File: src/rtl/vgs_pkg.sv
package vgs_pkg;
  localparam logic [1:0] SZ_BYTE = 2'd0;
  localparam logic [1:0] SZ_HALF = 2'd1;
  localparam logic [1:0] SZ_WORD = 2'd2;

  typedef struct packed {
    logic       store;
    logic       sext;
    logic [1:0] size;
  } vgs_mode_t;
endpackage

File: src/rtl/vgs_addr_gen.sv
module vgs_addr_gen #(
  parameter int ADDR_W = 16,
  parameter int IDX_W  = 12
) (
  input  logic [ADDR_W-1:0] base,
  input  logic [IDX_W-1:0]  idx,
  input  logic [1:0]        size,
  output logic [ADDR_W-1:0] addr
);
  import vgs_pkg::*;
  logic [ADDR_W-1:0] scaled;
  logic [ADDR_W-1:0] sum;
  logic [1:0]        low_keep;

  always_comb begin
    scaled = ADDR_W'(idx);
    unique case (size)
      SZ_BYTE: low_keep = 2'b11;
      SZ_HALF: begin scaled = scaled << 1; low_keep = 2'b10; end
      default: begin scaled = scaled << 2; low_keep = 2'b00; end
    endcase
    sum  = base + scaled;
    addr = sum & {{(ADDR_W-2){1'b1}}, low_keep};
  end
endmodule

File: src/rtl/vgs_load_ext.sv
module vgs_load_ext #(
  parameter int DW = 32
) (
  input  logic [DW-1:0]          word,
  input  logic [$clog2(DW/8)-1:0] off,
  input  logic [1:0]             size,
  input  logic                   sext,
  output logic [DW-1:0]          elem
);
  import vgs_pkg::*;
  logic [DW-1:0] shifted;

  always_comb begin
    shifted = word >> {off, 3'b000};
    unique case (size)
      SZ_BYTE: elem = {{(DW-8){sext & shifted[7]}}, shifted[7:0]};
      SZ_HALF: elem = {{(DW-16){sext & shifted[15]}}, shifted[15:0]};
      default: elem = word;
    endcase
  end
endmodule

File: src/rtl/vgs_store_pack.sv
module vgs_store_pack #(
  parameter int DW = 32
) (
  input  logic [DW-1:0]           data,
  input  logic [$clog2(DW/8)-1:0] off,
  input  logic [1:0]              size,
  output logic [DW-1:0]           wdata,
  output logic [DW/8-1:0]         be
);
  import vgs_pkg::*;
  localparam int NB   = DW / 8;
  localparam int OFFW = $clog2(NB);

  always_comb begin
    unique case (size)
      SZ_BYTE: begin
        wdata = {NB{data[7:0]}};
        be    = NB'(1) << off;
      end
      SZ_HALF: begin
        wdata = {(NB/2){data[15:0]}};
        be    = NB'(3) << {off[OFFW-1:1], 1'b0};
      end
      default: begin
        wdata = data;
        be    = {NB{1'b1}};
      end
    endcase
  end
endmodule

File: src/rtl/vgs_lane_seq.sv
module vgs_lane_seq #(
  parameter int LANES = 16
) (
  input  logic                     clk,
  input  logic                     rst_n,
  input  logic                     start,
  output logic                     busy,
  output logic [$clog2(LANES)-1:0] lane,
  output logic                     done
);
  localparam int LW = $clog2(LANES);
  localparam logic [LW-1:0] LAST = LW'(LANES - 1);

  always_ff @(posedge clk or negedge rst_n) begin
    if (!rst_n) begin
      busy <= 1'b0;
      lane <= '0;
      done <= 1'b0;
    end else begin
      done <= 1'b0;
      if (start) begin
        busy <= 1'b1;
        lane <= '0;
      end else if (busy) begin
        if (lane == LAST) begin
          busy <= 1'b0;
          done <= 1'b1;
          lane <= '0;
        end else begin
          lane <= lane + 1'b1;
        end
      end
    end
  end
endmodule

File: src/rtl/vgs_unit.sv
module vgs_unit #(
  parameter int LANES  = 16,
  parameter int DW     = 32,
  parameter int ADDR_W = 16,
  parameter int IDX_W  = 12
) (
  input  logic                    clk,
  input  logic                    rst_n,
  input  logic                    cmd_valid,
  output logic                    cmd_ready,
  input  logic                    cmd_store,
  input  logic [2:0]              cmd_fmt,
  input  logic [ADDR_W-1:0]       cmd_base,
  input  logic [LANES*IDX_W-1:0]  cmd_index,
  input  logic [LANES-1:0]        cmd_mask,
  input  logic [LANES*DW-1:0]     cmd_wdata,
  input  logic [LANES*DW-1:0]     cmd_dest,
  output logic                    mem_req,
  output logic                    mem_we,
  output logic [ADDR_W-1:0]       mem_addr,
  output logic [DW/8-1:0]         mem_be,
  output logic [DW-1:0]           mem_wdata,
  input  logic [DW-1:0]           mem_rdata,
  output logic [LANES*DW-1:0]     res_data,
  output logic                    done
);
  import vgs_pkg::*;
  localparam int NB   = DW / 8;
  localparam int OFFW = $clog2(NB);
  localparam int LW   = $clog2(LANES);

  vgs_mode_t          mode_q;
  logic [ADDR_W-1:0]  base_q;
  logic [LANES-1:0]   mask_q;
  logic [IDX_W-1:0]   idx_q  [LANES];
  logic [DW-1:0]      wdat_q [LANES];
  logic [DW-1:0]      res_q  [LANES];

  logic               busy;
  logic [LW-1:0]      lane;
  logic               accept;
  logic [ADDR_W-1:0]  lane_addr;
  logic [DW-1:0]      load_elem;

  assign cmd_ready = !busy;
  assign accept    = cmd_valid && cmd_ready;

  vgs_lane_seq #(.LANES(LANES)) u_seq (
    .clk  (clk),
    .rst_n(rst_n),
    .start(accept),
    .busy (busy),
    .lane (lane),
    .done (done)
  );

  always_ff @(posedge clk or negedge rst_n) begin
    if (!rst_n) begin
      mode_q <= '0;
      base_q <= '0;
      mask_q <= '0;
    end else if (accept) begin
      mode_q <= '{store: cmd_store, sext: cmd_fmt[2], size: cmd_fmt[1:0]};
      base_q <= cmd_base;
      mask_q <= cmd_mask;
    end
  end

  for (genvar g = 0; g < LANES; g++) begin : g_lane
    always_ff @(posedge clk or negedge rst_n) begin
      if (!rst_n) begin
        idx_q[g]  <= '0;
        wdat_q[g] <= '0;
        res_q[g]  <= '0;
      end else if (accept) begin
        idx_q[g]  <= cmd_index[g*IDX_W +: IDX_W];
        wdat_q[g] <= cmd_wdata[g*DW +: DW];
        res_q[g]  <= cmd_dest[g*DW +: DW];
      end else if (busy && lane == LW'(g) && mask_q[g] && !mode_q.store) begin
        res_q[g]  <= load_elem;
      end
    end
    assign res_data[g*DW +: DW] = res_q[g];
  end

  vgs_addr_gen #(.ADDR_W(ADDR_W), .IDX_W(IDX_W)) u_addr (
    .base(base_q),
    .idx (idx_q[lane]),
    .size(mode_q.size),
    .addr(lane_addr)
  );

  vgs_load_ext #(.DW(DW)) u_ext (
    .word(mem_rdata),
    .off (lane_addr[OFFW-1:0]),
    .size(mode_q.size),
    .sext(mode_q.sext),
    .elem(load_elem)
  );

  vgs_store_pack #(.DW(DW)) u_pack (
    .data (wdat_q[lane]),
    .off  (lane_addr[OFFW-1:0]),
    .size (mode_q.size),
    .wdata(mem_wdata),
    .be   (mem_be)
  );

  assign mem_req  = busy && mask_q[lane];
  assign mem_we   = mem_req && mode_q.store;
  assign mem_addr = lane_addr;
endmodule

File: config.mk
export PLATFORM = sky130hd
export DESIGN_NAME = vgs_unit
export DESIGN_NICKNAME = d
export VERILOG_FILES = /design/src/rtl/vgs_pkg.sv /design/src/rtl/vgs_addr_gen.sv /design/src/rtl/vgs_load_ext.sv /design/src/rtl/vgs_store_pack.sv /design/src/rtl/vgs_lane_seq.sv /design/src/rtl/vgs_unit.sv
export SDC_FILE = /design/constraint.sdc
export NUM_CORES = 2
export LEC_CHECK = 0
export ABC_CLOCK_PERIOD_IN_PS = 6250
export CAP_MARGIN = 20
export CORE_AREA = 2 2 731 733
export DETAILED_ROUTE_END_ITERATION = 16
export DIE_AREA = 0 0 733 735
export PLACE_DENSITY = 0.3
export REMOVE_ABC_BUFFERS = 1
export SLEW_MARGIN = 30
export SYNTH_ARGS = -nofsm -noshare
export SYNTH_HDL_FRONTEND = slang
export SYNTH_HIERARCHICAL = 1
export SYNTH_SLANG_ARGS = --single-unit
File: constraint.sdc
create_clock -name clk -period 6.25 [get_ports clk]
set_input_delay 1.25 -clock clk [delete_from_list [all_inputs] [get_ports clk]]
set_output_delay 1.25 -clock clk [all_outputs]
set_load 0.005 [all_outputs]
==> metrics.md <==
| Metric | Value |
|---|---|
| Port Buffers | 1854 |
| Crit path kind | reg -> out |
| # H-tree levels | 4 |
| Final Instance Count excl. Fillers | roughly 15k |
| Bufs on Longest Clock Path | 4 |
| RSZ-0062 raised after global routing | yes |
| Layout cells sized above 1 | between 10% and 20% |
| Routed WL per cell | approximately 29 um |
| # IOs | ~1.9k |
| Clock sink total | 1258 |
| Synthesis-to-finish area growth | 60.9% |
| Row count | 268 |
| Die ar. | 539000 um2 |
| Gr usage total | between 15 and 20% |
| Count of state elements after synthesis | between 1k and 1.5k |
| Post-synth ARST share | 100% |
| Final Net Count | slightly above 9k |
| Final setup vio count | 0 |
| Crit. End Element | output port |
| Clock Latency Late Sink | ~910 ps |
| Die height | roughly 740 um |
| Mapped cell area | 56800 um2 |
| Synth area leaders | dfrtp_1, nand2_1, mux4_2 |
| Critical Path RT | ~5000 ps |
| Share of the synthesized area in the top cell type | roughly 55% |
| Largest net degree at the start of global routing | 160 |
| Vias per inst | approximately 3.6 |
| TritonCTS clock tree | yes |
| Most instantiated cells after synthesis | nand2_1, dfrtp_1, nor2_1 |
| First-pass GRT wire length | 569 mm |
| Worst path arrival time | slightly below 5000 ps |
| Core box area | roughly 530000 um2 |
| GRT overflow | 0 |
| Number of global-route vias before repair | between 50k and 60k |
| Clk slew on worst S/H paths | about 60 ps |
| Post-route minimum period | 6130 ps |
| Synth cell types | between 60 and 70 |
| Slew @ Worst Pin | 1040 ps |
| Most used DFF post-synth | dfrtp_1 |
| Total CTS buffers | 182 |
| Post-DRT Antenna Nets | 0 |
| FMAX | about 160 MHz |
| Clock root cell | clkbuf_16 |
| GPL Wtd Cong | between 0.9 and 1 |
| Post-synth EDFFs | 0 |
| Final hold violations | 0 |
| Worst hold path type | in -> async |
| DR vias | about 54k |
| Starting DRT DRC Count | a little over 3k |
| Status | completed |
| Cells after Synth | 6170 |
| CP Launch Type | flop |
| DRT Wirelength | approximately 440 mm |
| Peak VDD IR | between 0.0003 and 0.0004 V |
| Leak | 0.0381 uW |
| Starting Density | between 10% and 20% |
| Initial antenna violation count | approximately 200 |
| Rel. slew slack | a little under a third |
| MaxCap Viol Count | 0 |
| Pwr/cell area | around 570 nW/um2 |
| DR pass1 iterations | 6 |
| Register area share after synthesis | ~55% |
| Die Wd | about 730 um |
| Post-layout util | roughly 17% |
| Residual DRC | 0 |
| Pins Over Slew Limit | 0 |
| Max FO, Critical Path | 4 |
| Total of warnings raised by yosys | 6 |
| Clk_skew | approximately 65 ps |
| Post-Syn Area per Cell | just over 9 um2 |
| Top-count cell post-synth | nand2_1 |
| Final period util | just under 100% |
| HPWL after DPL | roughly 350 mm |
| Placed cells | 14.8k |
| Dominant cell type by area after synthesis | dfrtp_1 |
[cells in the final DEF, fill, tap and decap left out, types with 17 or more instances in the layout]
master and instances:
a21o_1 36, clkbuf_1 30, nor2_1 488, o21ai_0 19, mux4_2 177, mux2i_1 34
nand2_1 2862, clkinv_2 33, a22oi_1 79, clkdlybuf4s50_1 1838, diode_2 76, a21oi_1 44
buf_4 162, dfrtp_1 1254, buf_12 62, clkbuf_16 185, clkbuf_8 38, a31oi_1 482
buf_6 18, mux2_2 17
[metal layers]
metal / track usage [%] / routed length (um)
met1: 16.3 / 157000
met2: 29.5 / 229000
met3: 4.64 / 31200
met4: 5.10 / 17600
met5: 0 / 1110
[worst paths after layout]
path	start	endpoint	slack (ps)	depth (start not counted)
worst min-delay path	rst_n	wdat_q[481]$_DFFE_PN0P_	280	1
worst max register to register	u_seq/lane[0]$_DFFE_PN0P_	res_data[360]$_DFFE_PN0P_	670	22
min in group clk	idx_q[23]$_DFFE_PN0P_	idx_q[23]$_DFFE_PN0P_	470	2
worst min register to register	idx_q[23]$_DFFE_PN0P_	idx_q[23]$_DFFE_PN0P_	470	2
worst max-delay path	u_seq/lane[0]$_DFFE_PN0P_	mem_addr[10]	120	19
max in group asynchronous	rst_n	res_data[457]$_DFFE_PN0P_	4430	3
[cell families after synthesis]
family | count (synthesis) | share of synthesized area, %
xor+xnor | 15 | 0.231
compound gates | 765 | 8.95
buf+inv | 475 | 4.16
fa+ha+maj | 17 | 0.388
simple gates | 3410 | 22.8
flops | 1258 | 55.4
mux | 230 | 7.99
[cell type report]
| type | count | area (um2) |
|---|---|---|
| fill | 59700 | 440000 |
| antenna | 76 | 190 |
| multi-input combinational | 4437 | 23400 |
| clock inverter | 66 | 767 |
| sequential | 1258 | 31500 |
| clock buffer | 253 | 5270 |
| inverter | 13 | 75.1 |
| timing repair buffer | 2097 | 21400 |
| tap | 7020 | 8780 |
[power breakdown]
part,leakage [uW],internal (uW),switching [uW]
registers,0.0151,12100,3000
clock network,0.00296,6260,4480
logic,0.0200,11700,14600
total,0.0381,30100,22100
[critical path, cell delays in order (launching register included)]
cell	delay, ps
dfrtp_4	480
buf_12	150
buf_12	150
buf_16	150
buf_12	130
buf_12	120
buf_4	120
mux4_2	420
a22oi_2	210
nand2_2	100
mux2i_1	140
o21ai_0	110
ha_1	380
buf_4	170
or2_2	290
a21oi_1	210
a31oi_2	60
xor2_1	150
buf_4	160
dlygate4sd2_1	260
[sequential cells by signal, indices dropped and copies added, names as in the netlist]
name / flops
res_data: 512
wdat_q: 512
idx_q: 192
base_q: 16
mask_q: 16
mode_q: 4
u_seq/lane: 4
u_seq/busy: 1
u_seq/done: 1
[stage by stage]
| step | hold slack, ps | total power (uW) | worst slack (ps) | instance area, um2 | setup TNS, ps |
|---|---|---|---|---|---|
| floorplan | 440 | 24600 | -8050 | 54500 | -8773520 |
| global route | 262 | 55400 | -165 | 91300 | -575 |
| global placement | 454 | 41600 | -112 | 84200 | -206 |
| detailed placement | 458 | 41700 | -35.0 | 84200 | -35.0 |
| CTS | 244 | 53700 | -151 | 91000 | -583 |
| finish | 277 | 52100 | 124 | 91400 | 0 |
[what timing repair did]
item | in CTS | in global routing
pin swaps | 41 | 24
gates resized for setup | 85 | 23
hold buffers | 0 | 0
cloned | 3 | 0
setup endpoints to repair | 19 | 10
setup buffers | 37 | 6
No activity file was read; power rests on OpenSTA's default activity.
